===== src/rtl/mt_pkg.sv =====
package mt_pkg;
  typedef enum logic [1:0] {
    CMD_FORK = 2'd0,
    CMD_EXIT = 2'd1,
    CMD_JOIN = 2'd2,
    CMD_NONE = 2'd3
  } cmd_e;

  typedef enum logic [1:0] {
    RED_ADD = 2'd0,
    RED_MIN = 2'd1,
    RED_MAX = 2'd2,
    RED_SUM = 2'd3
  } red_e;

  typedef enum logic [1:0] {
    Q_IDLE  = 2'd0,
    Q_WRITE = 2'd1,
    Q_LINK  = 2'd2,
    Q_READ  = 2'd3
  } qst_e;
endpackage


===== src/rtl/mt_prio_enc.sv =====
module mt_prio_enc #(
  parameter int N  = 4,
  parameter int IW = 2
) (
  input  logic [N-1:0]  req,
  output logic          found,
  output logic [IW-1:0] idx
);
  always_comb begin
    found = 1'b0;
    idx   = '0;
    for (int i = N - 1; i >= 0; i--) begin
      if (req[i]) begin
        found = 1'b1;
        idx   = IW'(i);
      end
    end
  end
endmodule


===== src/rtl/mt_join_reduce.sv =====
module mt_join_reduce import mt_pkg::*; #(
  parameter int DW = 16
) (
  input  logic [DW-1:0] a,
  input  logic [DW-1:0] b,
  input  logic [1:0]    op,
  output logic [DW-1:0] y
);
  red_e sel;
  assign sel = red_e'(op);

  always_comb begin
    case (sel)
      RED_MIN: y = (a < b) ? a : b;
      RED_MAX: y = (a > b) ? a : b;
      default: y = a + b;
    endcase
  end
endmodule


===== src/rtl/mt_queue_ctl.sv =====
module mt_queue_ctl import mt_pkg::*; #(
  parameter int AW = 16,
  parameter int PW = 56,
  localparam int EW = AW + PW
) (
  input  logic          clk,
  input  logic          rst,
  input  logic          enq_go,
  input  logic [AW-1:0] enq_addr,
  input  logic [PW-1:0] enq_payload,
  input  logic          deq_go,
  output logic          idle,
  output logic          empty,
  output logic          deq_done,
  output logic [PW-1:0] deq_payload,
  output logic          mem_req,
  output logic          mem_we,
  output logic          mem_link,
  output logic [AW-1:0] mem_addr,
  output logic [EW-1:0] mem_wdata,
  input  logic          mem_ack,
  input  logic [EW-1:0] mem_rdata
);
  qst_e          state;
  logic [AW-1:0] head, tail, new_addr;
  logic [AW-1:0] rd_next;

  assign idle    = (state == Q_IDLE);
  assign empty   = (head == '0);
  assign rd_next = mem_rdata[EW-1:PW];

  always_ff @(posedge clk) begin
    if (rst) begin
      state       <= Q_IDLE;
      head        <= '0;
      tail        <= '0;
      new_addr    <= '0;
      mem_req     <= 1'b0;
      mem_we      <= 1'b0;
      mem_link    <= 1'b0;
      mem_addr    <= '0;
      mem_wdata   <= '0;
      deq_done    <= 1'b0;
      deq_payload <= '0;
    end else begin
      deq_done <= 1'b0;
      case (state)
        Q_IDLE: begin
          if (enq_go) begin
            mem_req   <= 1'b1;
            mem_we    <= 1'b1;
            mem_link  <= 1'b0;
            mem_addr  <= enq_addr;
            mem_wdata <= {{AW{1'b0}}, enq_payload};
            new_addr  <= enq_addr;
            state     <= Q_WRITE;
          end else if (deq_go) begin
            mem_req  <= 1'b1;
            mem_we   <= 1'b0;
            mem_link <= 1'b0;
            mem_addr <= head;
            state    <= Q_READ;
          end
        end
        Q_WRITE: begin
          if (mem_ack) begin
            if (head == '0) begin
              head    <= new_addr;
              tail    <= new_addr;
              mem_req <= 1'b0;
              mem_we  <= 1'b0;
              state   <= Q_IDLE;
            end else begin
              mem_link  <= 1'b1;
              mem_addr  <= tail;
              mem_wdata <= {new_addr, {PW{1'b0}}};
              state     <= Q_LINK;
            end
          end
        end
        Q_LINK: begin
          if (mem_ack) begin
            mem_req  <= 1'b0;
            mem_we   <= 1'b0;
            mem_link <= 1'b0;
            tail     <= new_addr;
            state    <= Q_IDLE;
          end
        end
        default: begin
          if (mem_ack) begin
            mem_req     <= 1'b0;
            deq_done    <= 1'b1;
            deq_payload <= mem_rdata[PW-1:0];
            head        <= rd_next;
            if (rd_next == '0) tail <= '0;
            state       <= Q_IDLE;
          end
        end
      endcase
    end
  end
endmodule


===== src/rtl/mt_sched.sv =====
module mt_sched import mt_pkg::*; #(
  parameter int N   = 4,
  parameter int AW  = 16,
  parameter int PCW = 16,
  parameter int RW  = 32,
  parameter int DW  = 16,
  parameter int TW  = 8,
  localparam int CW = (N > 1) ? $clog2(N) : 1,
  localparam int PW = TW + PCW + RW,
  localparam int EW = AW + PW
) (
  input  logic           clk,
  input  logic           rst,
  input  logic           cmd_valid,
  input  logic [1:0]     cmd_op,
  input  logic [PCW-1:0] cmd_pc,
  input  logic [RW-1:0]  cmd_regs,
  input  logic [AW-1:0]  cmd_addr,
  input  logic [CW-1:0]  cmd_ctx,
  input  logic [CW-1:0]  cmd_partner,
  input  logic [1:0]     cmd_red,
  input  logic [DW-1:0]  cmd_value,
  output logic           cmd_ready,
  output logic           fork_ack_valid,
  output logic [TW-1:0]  fork_ack_tag,
  output logic           fork_ack_queued,
  output logic           start_valid,
  output logic [CW-1:0]  start_ctx,
  output logic [PCW-1:0] start_pc,
  output logic [RW-1:0]  start_regs,
  output logic [TW-1:0]  start_tag,
  output logic           join_valid,
  output logic [CW-1:0]  join_ctx,
  output logic [DW-1:0]  join_value,
  output logic [N-1:0]   ctx_active,
  output logic [N-1:0]   ctx_stall,
  output logic           mem_req,
  output logic           mem_we,
  output logic           mem_link,
  output logic [AW-1:0]  mem_addr,
  output logic [EW-1:0]  mem_wdata,
  input  logic           mem_ack,
  input  logic [EW-1:0]  mem_rdata
);
  logic [N-1:0]          active, jwait, hit;
  logic [N-1:0][CW-1:0]  jpartner;
  logic [N-1:0][1:0]     jop;
  logic [N-1:0][DW-1:0]  jval, retval;
  logic [TW-2:0]         seq;
  logic [CW-1:0]         deq_ctx;

  logic                  accept, ctx_live, partner_live;
  logic                  free_found, hit_found;
  logic [CW-1:0]         free_idx, hit_idx;
  logic                  q_idle, q_empty, deq_done, enq_go, deq_go;
  logic [PW-1:0]         deq_payload;
  logic [DW-1:0]         red_a, red_b, red_y;
  logic [1:0]            red_op;
  cmd_e                  op;

  assign op           = cmd_e'(cmd_op);
  assign cmd_ready    = q_idle && !deq_done;
  assign accept       = cmd_valid && cmd_ready;
  assign ctx_live     = active[cmd_ctx];
  assign partner_live = active[cmd_partner];
  assign enq_go       = accept && (op == CMD_FORK) && !free_found;
  assign deq_go       = accept && (op == CMD_EXIT) && ctx_live && !q_empty;
  assign ctx_active   = active;
  assign ctx_stall    = jwait;

  always_comb begin
    for (int i = 0; i < N; i++) hit[i] = jwait[i] && (jpartner[i] == cmd_ctx);
  end

  mt_prio_enc #(.N(N), .IW(CW)) u_free (.req(~active), .found(free_found), .idx(free_idx));
  mt_prio_enc #(.N(N), .IW(CW)) u_hit  (.req(hit),     .found(hit_found),  .idx(hit_idx));

  always_comb begin
    if (op == CMD_EXIT) begin
      red_a  = jval[hit_idx];
      red_b  = cmd_value;
      red_op = jop[hit_idx];
    end else begin
      red_a  = cmd_value;
      red_b  = retval[cmd_partner];
      red_op = cmd_red;
    end
  end

  mt_join_reduce #(.DW(DW)) u_red (.a(red_a), .b(red_b), .op(red_op), .y(red_y));

  mt_queue_ctl #(.AW(AW), .PW(PW)) u_queue (
    .clk(clk), .rst(rst),
    .enq_go(enq_go), .enq_addr(cmd_addr),
    .enq_payload({seq, 1'b1, cmd_pc, cmd_regs}),
    .deq_go(deq_go), .idle(q_idle), .empty(q_empty),
    .deq_done(deq_done), .deq_payload(deq_payload),
    .mem_req(mem_req), .mem_we(mem_we), .mem_link(mem_link),
    .mem_addr(mem_addr), .mem_wdata(mem_wdata),
    .mem_ack(mem_ack), .mem_rdata(mem_rdata)
  );

  always_ff @(posedge clk) begin
    if (rst) begin
      active          <= '0;
      jwait           <= '0;
      jpartner        <= '0;
      jop             <= '0;
      jval            <= '0;
      retval          <= '0;
      seq             <= '0;
      deq_ctx         <= '0;
      fork_ack_valid  <= 1'b0;
      fork_ack_tag    <= '0;
      fork_ack_queued <= 1'b0;
      start_valid     <= 1'b0;
      start_ctx       <= '0;
      start_pc        <= '0;
      start_regs      <= '0;
      start_tag       <= '0;
      join_valid      <= 1'b0;
      join_ctx        <= '0;
      join_value      <= '0;
    end else begin
      fork_ack_valid <= 1'b0;
      start_valid    <= 1'b0;
      join_valid     <= 1'b0;
      if (deq_done) begin
        start_valid                        <= 1'b1;
        start_ctx                          <= deq_ctx;
        {start_tag, start_pc, start_regs}  <= deq_payload;
      end
      if (accept) begin
        case (op)
          CMD_FORK: begin
            fork_ack_valid  <= 1'b1;
            fork_ack_tag    <= {seq, 1'b0};
            fork_ack_queued <= !free_found;
            seq             <= seq + 1'b1;
            if (free_found) begin
              active[free_idx] <= 1'b1;
              start_valid      <= 1'b1;
              start_ctx        <= free_idx;
              start_pc         <= cmd_pc;
              start_regs       <= cmd_regs;
              start_tag        <= {seq, 1'b1};
            end
          end
          CMD_EXIT: begin
            if (ctx_live) begin
              retval[cmd_ctx] <= cmd_value;
              if (q_empty) active[cmd_ctx] <= 1'b0;
              else         deq_ctx         <= cmd_ctx;
              if (hit_found) begin
                join_valid     <= 1'b1;
                join_ctx       <= hit_idx;
                join_value     <= red_y;
                jwait[hit_idx] <= 1'b0;
              end
            end
          end
          CMD_JOIN: begin
            if (partner_live) begin
              jwait[cmd_ctx]    <= 1'b1;
              jpartner[cmd_ctx] <= cmd_partner;
              jop[cmd_ctx]      <= cmd_red;
              jval[cmd_ctx]     <= cmd_value;
            end else begin
              join_valid <= 1'b1;
              join_ctx   <= cmd_ctx;
              join_value <= red_y;
            end
          end
          default: ;
        endcase
      end
    end
  end
endmodule


===== config.mk =====
export PLATFORM = sky130hd
export DESIGN_NAME = mt_sched
export DESIGN_NICKNAME = d
export VERILOG_FILES = /design/src/rtl/mt_pkg.sv /design/src/rtl/mt_prio_enc.sv /design/src/rtl/mt_join_reduce.sv /design/src/rtl/mt_queue_ctl.sv /design/src/rtl/mt_sched.sv
export SDC_FILE = /design/constraint.sdc
export NUM_CORES = 1
export LEC_CHECK = 0
export ABC_AREA = 1
export ABC_CLOCK_PERIOD_IN_PS = 3750
export BUFFER_PORTS_ARGS = -buffer_cell sky130_fd_sc_hd__buf_2
export CAP_MARGIN = 20
export CORE_MARGIN = 5
export CORE_UTILIZATION = 30
export DETAILED_ROUTE_END_ITERATION = 10
export HOLD_SLACK_MARGIN = 0.06
export SLEW_MARGIN = 25
export SYNTH_ARGS = -nofsm -noshare
export SYNTH_HDL_FRONTEND = slang
export SYNTH_SLANG_ARGS = --single-unit

===== constraint.sdc =====
create_clock -name clk -period 3.75 [get_ports clk]
set_input_delay 0 -clock clk [delete_from_list [all_inputs] [get_ports clk]]
set_output_delay 0 -clock clk [all_outputs]
set_load 0.05 [all_outputs]

==> impl_metrics.json <==
{
  "run_status": "finished clean",
  "dpl.hpwl_microns": 52700,
  "slowest_stage": "o21ai_0",
  "tightest_slew_ns": 0.993,
  "wl_per_cell_microns": 17.8,
  "drtPass1Iterations": 6,
  "clkTransAtPathRegs_ns": 0.07,
  "synth-adder-area-share_pct": 2.65,
  "cpPeakStageDelay_ns": 0.57,
  "synth_fp_nets": 3117,
  "crit_arrival_ns": 4.02,
  "peakVddDrop_mv": 0.351,
  "hold_viol": 0,
  "num_rows": 96,
  "drc_errors": 0,
  "synthMuxAreaShare_pct": 0.243,
  "final_max_slew_viol_count": 0,
  "clock_sinks": 446,
  "crit_path_frequent_cell": "nand2_1",
  "synth_top_family_by_area": "simple AND/OR/NAND/NOR gates",
  "crit_required_ns": 4.18,
  "htree_levels": 2,
  "drive_above_1_share_pct": 17.9,
  "die_w_microns": 272,
  "antenna_found_initial": 6,
  "antenna_left": 0,
  "power.leakage_nw": 11.6,
  "final_cell_mix": "nand2_1, dfxtp_1, a21oi_1, buf_2, nor2_1",
  "io_buffers": 350,
  "grt_max_degree": 98,
  "skew_ns": 0.0367,
  "max_slew_margin_pct": 33.8,
  "power_mw": 16.1,
  "setup_slack_ns": 0.169,
  "period_share_pct": 95.5,
  "cts_tree": "built",
  "final_common_cell": "nand2_1",
  "path_max_fanout": 22,
  "start_util_pct": 30.1,
  "hp-class": "in2reg",
  "grt_first_pass_wirelength_microns": 118000,
  "yosysUniqueCellTypes": 53,
  "synth-xor-area-share_pct": 0.255,
  "min_period_ns": 3.58,
  "fmax_ghz": 0.279,
  "grt_use_total_pct": 19.6,
  "drt_wl_total_microns": 76800,
  "start_kind": "input port",
  "die-area_sq_um": 74000,
  "grt_pass1_vias": 20100,
  "power_density_nw_per_um2": 593,
  "syn_to_final_growth_pct": 32.3,
  "crit_type": "in2reg",
  "synth_area_sq_um": 20600,
  "cts_root_buffer": "clkbuf_16",
  "fp.dieH_microns": 272,
  "cts-buffers-inserted": 51,
  "fin_util_pct": 39.9,
  "endpoint_kind": "register",
  "synthCells": 2910,
  "syn_area_per_cell_sq_um": 7.08,
  "synthSimpleGateAreaFrac_pct": 22.2,
  "critical_path.cell_chain": "dlygate4sd3_1 -> buf_2 -> inv_1 -> ha_1 -> clkinv_1 -> buf_4 -> o21ai_0 -> inv_1 -> ha_4 -> or2_1 -> nor3_2 -> nand2_1 -> inv_1 -> nand2_1 -> nand2_4 -> nand2_4 -> inv_6 -> buf_12 -> nand3_1 -> nand2_1 -> nand3_1 -> nand2_1 -> a21oi_1",
  "cts.path.max_buffers": 3,
  "setup_viol": 0,
  "globalRouteOverflowTotal": 0,
  "maxCapViolations": 0,
  "final_nets": 3594,
  "gp_congestion": 0.884,
  "synth-seq-area-share_pct": 43.4,
  "vias": 21400,
  "synth-seq-cells": 446,
  "preCtsSetupSlack_ns": 0.0133,
  "core_area_sq_um": 68300,
  "reg2regPathDepth": 27,
  "viasPerCell": 4.97,
  "synth_compound_area_share_pct": 22.2,
  "io_pins": 352,
  "hold_depth": 4,
  "drtIter0Drc": 1687,
  "clock_latency_ns": 0.60,
  "ys_warn_count": 0
}
## where the power goes
part | switching [mW] | internal (mW)
Combinational | 3.79 | 1.42
Clock | 2.16 | 3.22
Sequential | 0.263 | 5.29
Total | 6.21 | 9.93
## path summary, 6_finish.rpt
kind	slack, ns	startpoint	to
max	0.17	cmd_op[1]	join_value[12]
min	0.18	mem_rdata[34]	u_queue.deq_payload[34]
max reg2reg	0.18	jpartner[7]	join_value[12]
min reg2reg	0.44	u_queue.mem_link	u_queue.mem_link
## through the flow
stage | hold WS, ns | setup TNS [ns] | cell area [sq um] | instances
finish | 0.179 | 0 | 27200 | 4313
global route | 0.206 | -0.169 | 27200 | 4312
CTS | 0.145 | 0 | 26900 | 4299
detailed placement | 0.257 | 0 | 23200 | 4015
global placement | 0.252 | 0 | 23200 | 4015
floorplan | 0.147 | 0 | 20600 | 2910
## repair_timing
| item | 4_1_cts | 5_1_grt |
|---|---|---|
| pin swaps | 1 | 23 |
| setup buffers | 1 | 10 |
| hold buffers | 190 | 0 |
| gates resized for setup | 1 | 64 |
| setup endpoints to repair | 2 | 37 |
| endpoints found under the hold margin | 396 | 0 |
## worst max-delay path, delay by kind of cell
kind | cells | cell delay (ns)
AO/OA/AOI/OAI | 2 | 0.63
AND/OR/NAND/NOR | 10 | 1.13
adder cells (fa/ha/maj) | 2 | 0.45
buffers and inverters | 9 | 1.79
## state kept, by name (all words and copies together), names as in the netlist, 7 cells and up
signal,count
u_queue.head,16
u_queue.mem_addr,16
u_queue.deq_payload,56
seq,7
start_pc,16
start_tag,8
fork_ack_tag,7
jval,64
jpartner,8
join_value,16
start_regs,32
jop,8
u_queue.tail,16
u_queue.new_addr,16
retval,64
u_queue.mem_wdata,72
## per-layer routing
layer	routed length (microns)	GRT usage, %	share of wire (%)	vias to the layer above
met1	33600	26.0	44	10000
met4	2900	6.97	3.8	4
met3	5330	3.48	6.9	151
met5	26	0	0.034	-
met2	34900	32.2	45	727
li1	-	-	-	10500
## cell families (layout without fill, tap and decap cells)
kind of cell,Yosys count,count (layout)
simple gates,1116,1116
compound gates,835,835
other cells,1,5
buf+inv,458,975
xor+xnor,6,6
fa+ha+maj,43,43
flops,446,446
mux,5,5
## cell usage after synthesis (all sizes together)
master,instances,share of area (%)
a211oi,19,0.72
a21boi,1,0.036
a21o,1,0.036
a21oi,380,9.3
a221oi,1,0.043
a311oi,52,2.2
a31oi,2,0.061
a32o,12,0.58
a41oi,1,0.043
buf,59,1.7
clkbuf,137,2.5
clkinv,6,0.12
conb,1,0.018
dfxtp,446,43
fa,1,0.097
ha,42,2.6
inv,256,4.7
mux2i,5,0.24
nand2,638,12
nand3,110,2.8
nand4,8,0.32
nor2,341,6.7
nor3,13,0.32
nor4,4,0.12
o2111a,1,0.055
o2111ai,1,0.043
o211a,1,0.049
o211ai,1,0.036
o21a,6,0.22
o21ai,347,8.4
o21bai,2,0.073
o22ai,5,0.15
o31ai,2,0.073
or2,2,0.061
xnor2,1,0.043
xor2,5,0.21
## final cells by class
class / instances / area, sq um
Clock inverter: 24 / 394
Fill cell: 7004 / 41100
Clock buffer: 69 / 1410
Sequential cell: 446 / 8930
Tap cell: 882 / 1100
Antenna cell: 4 / 10.0
Multi-Input combinational cell: 2006 / 10000
Inverter: 262 / 1010
Timing Repair Buffer: 620 / 4370
Note: power is estimated with default switching activity, not from simulation.
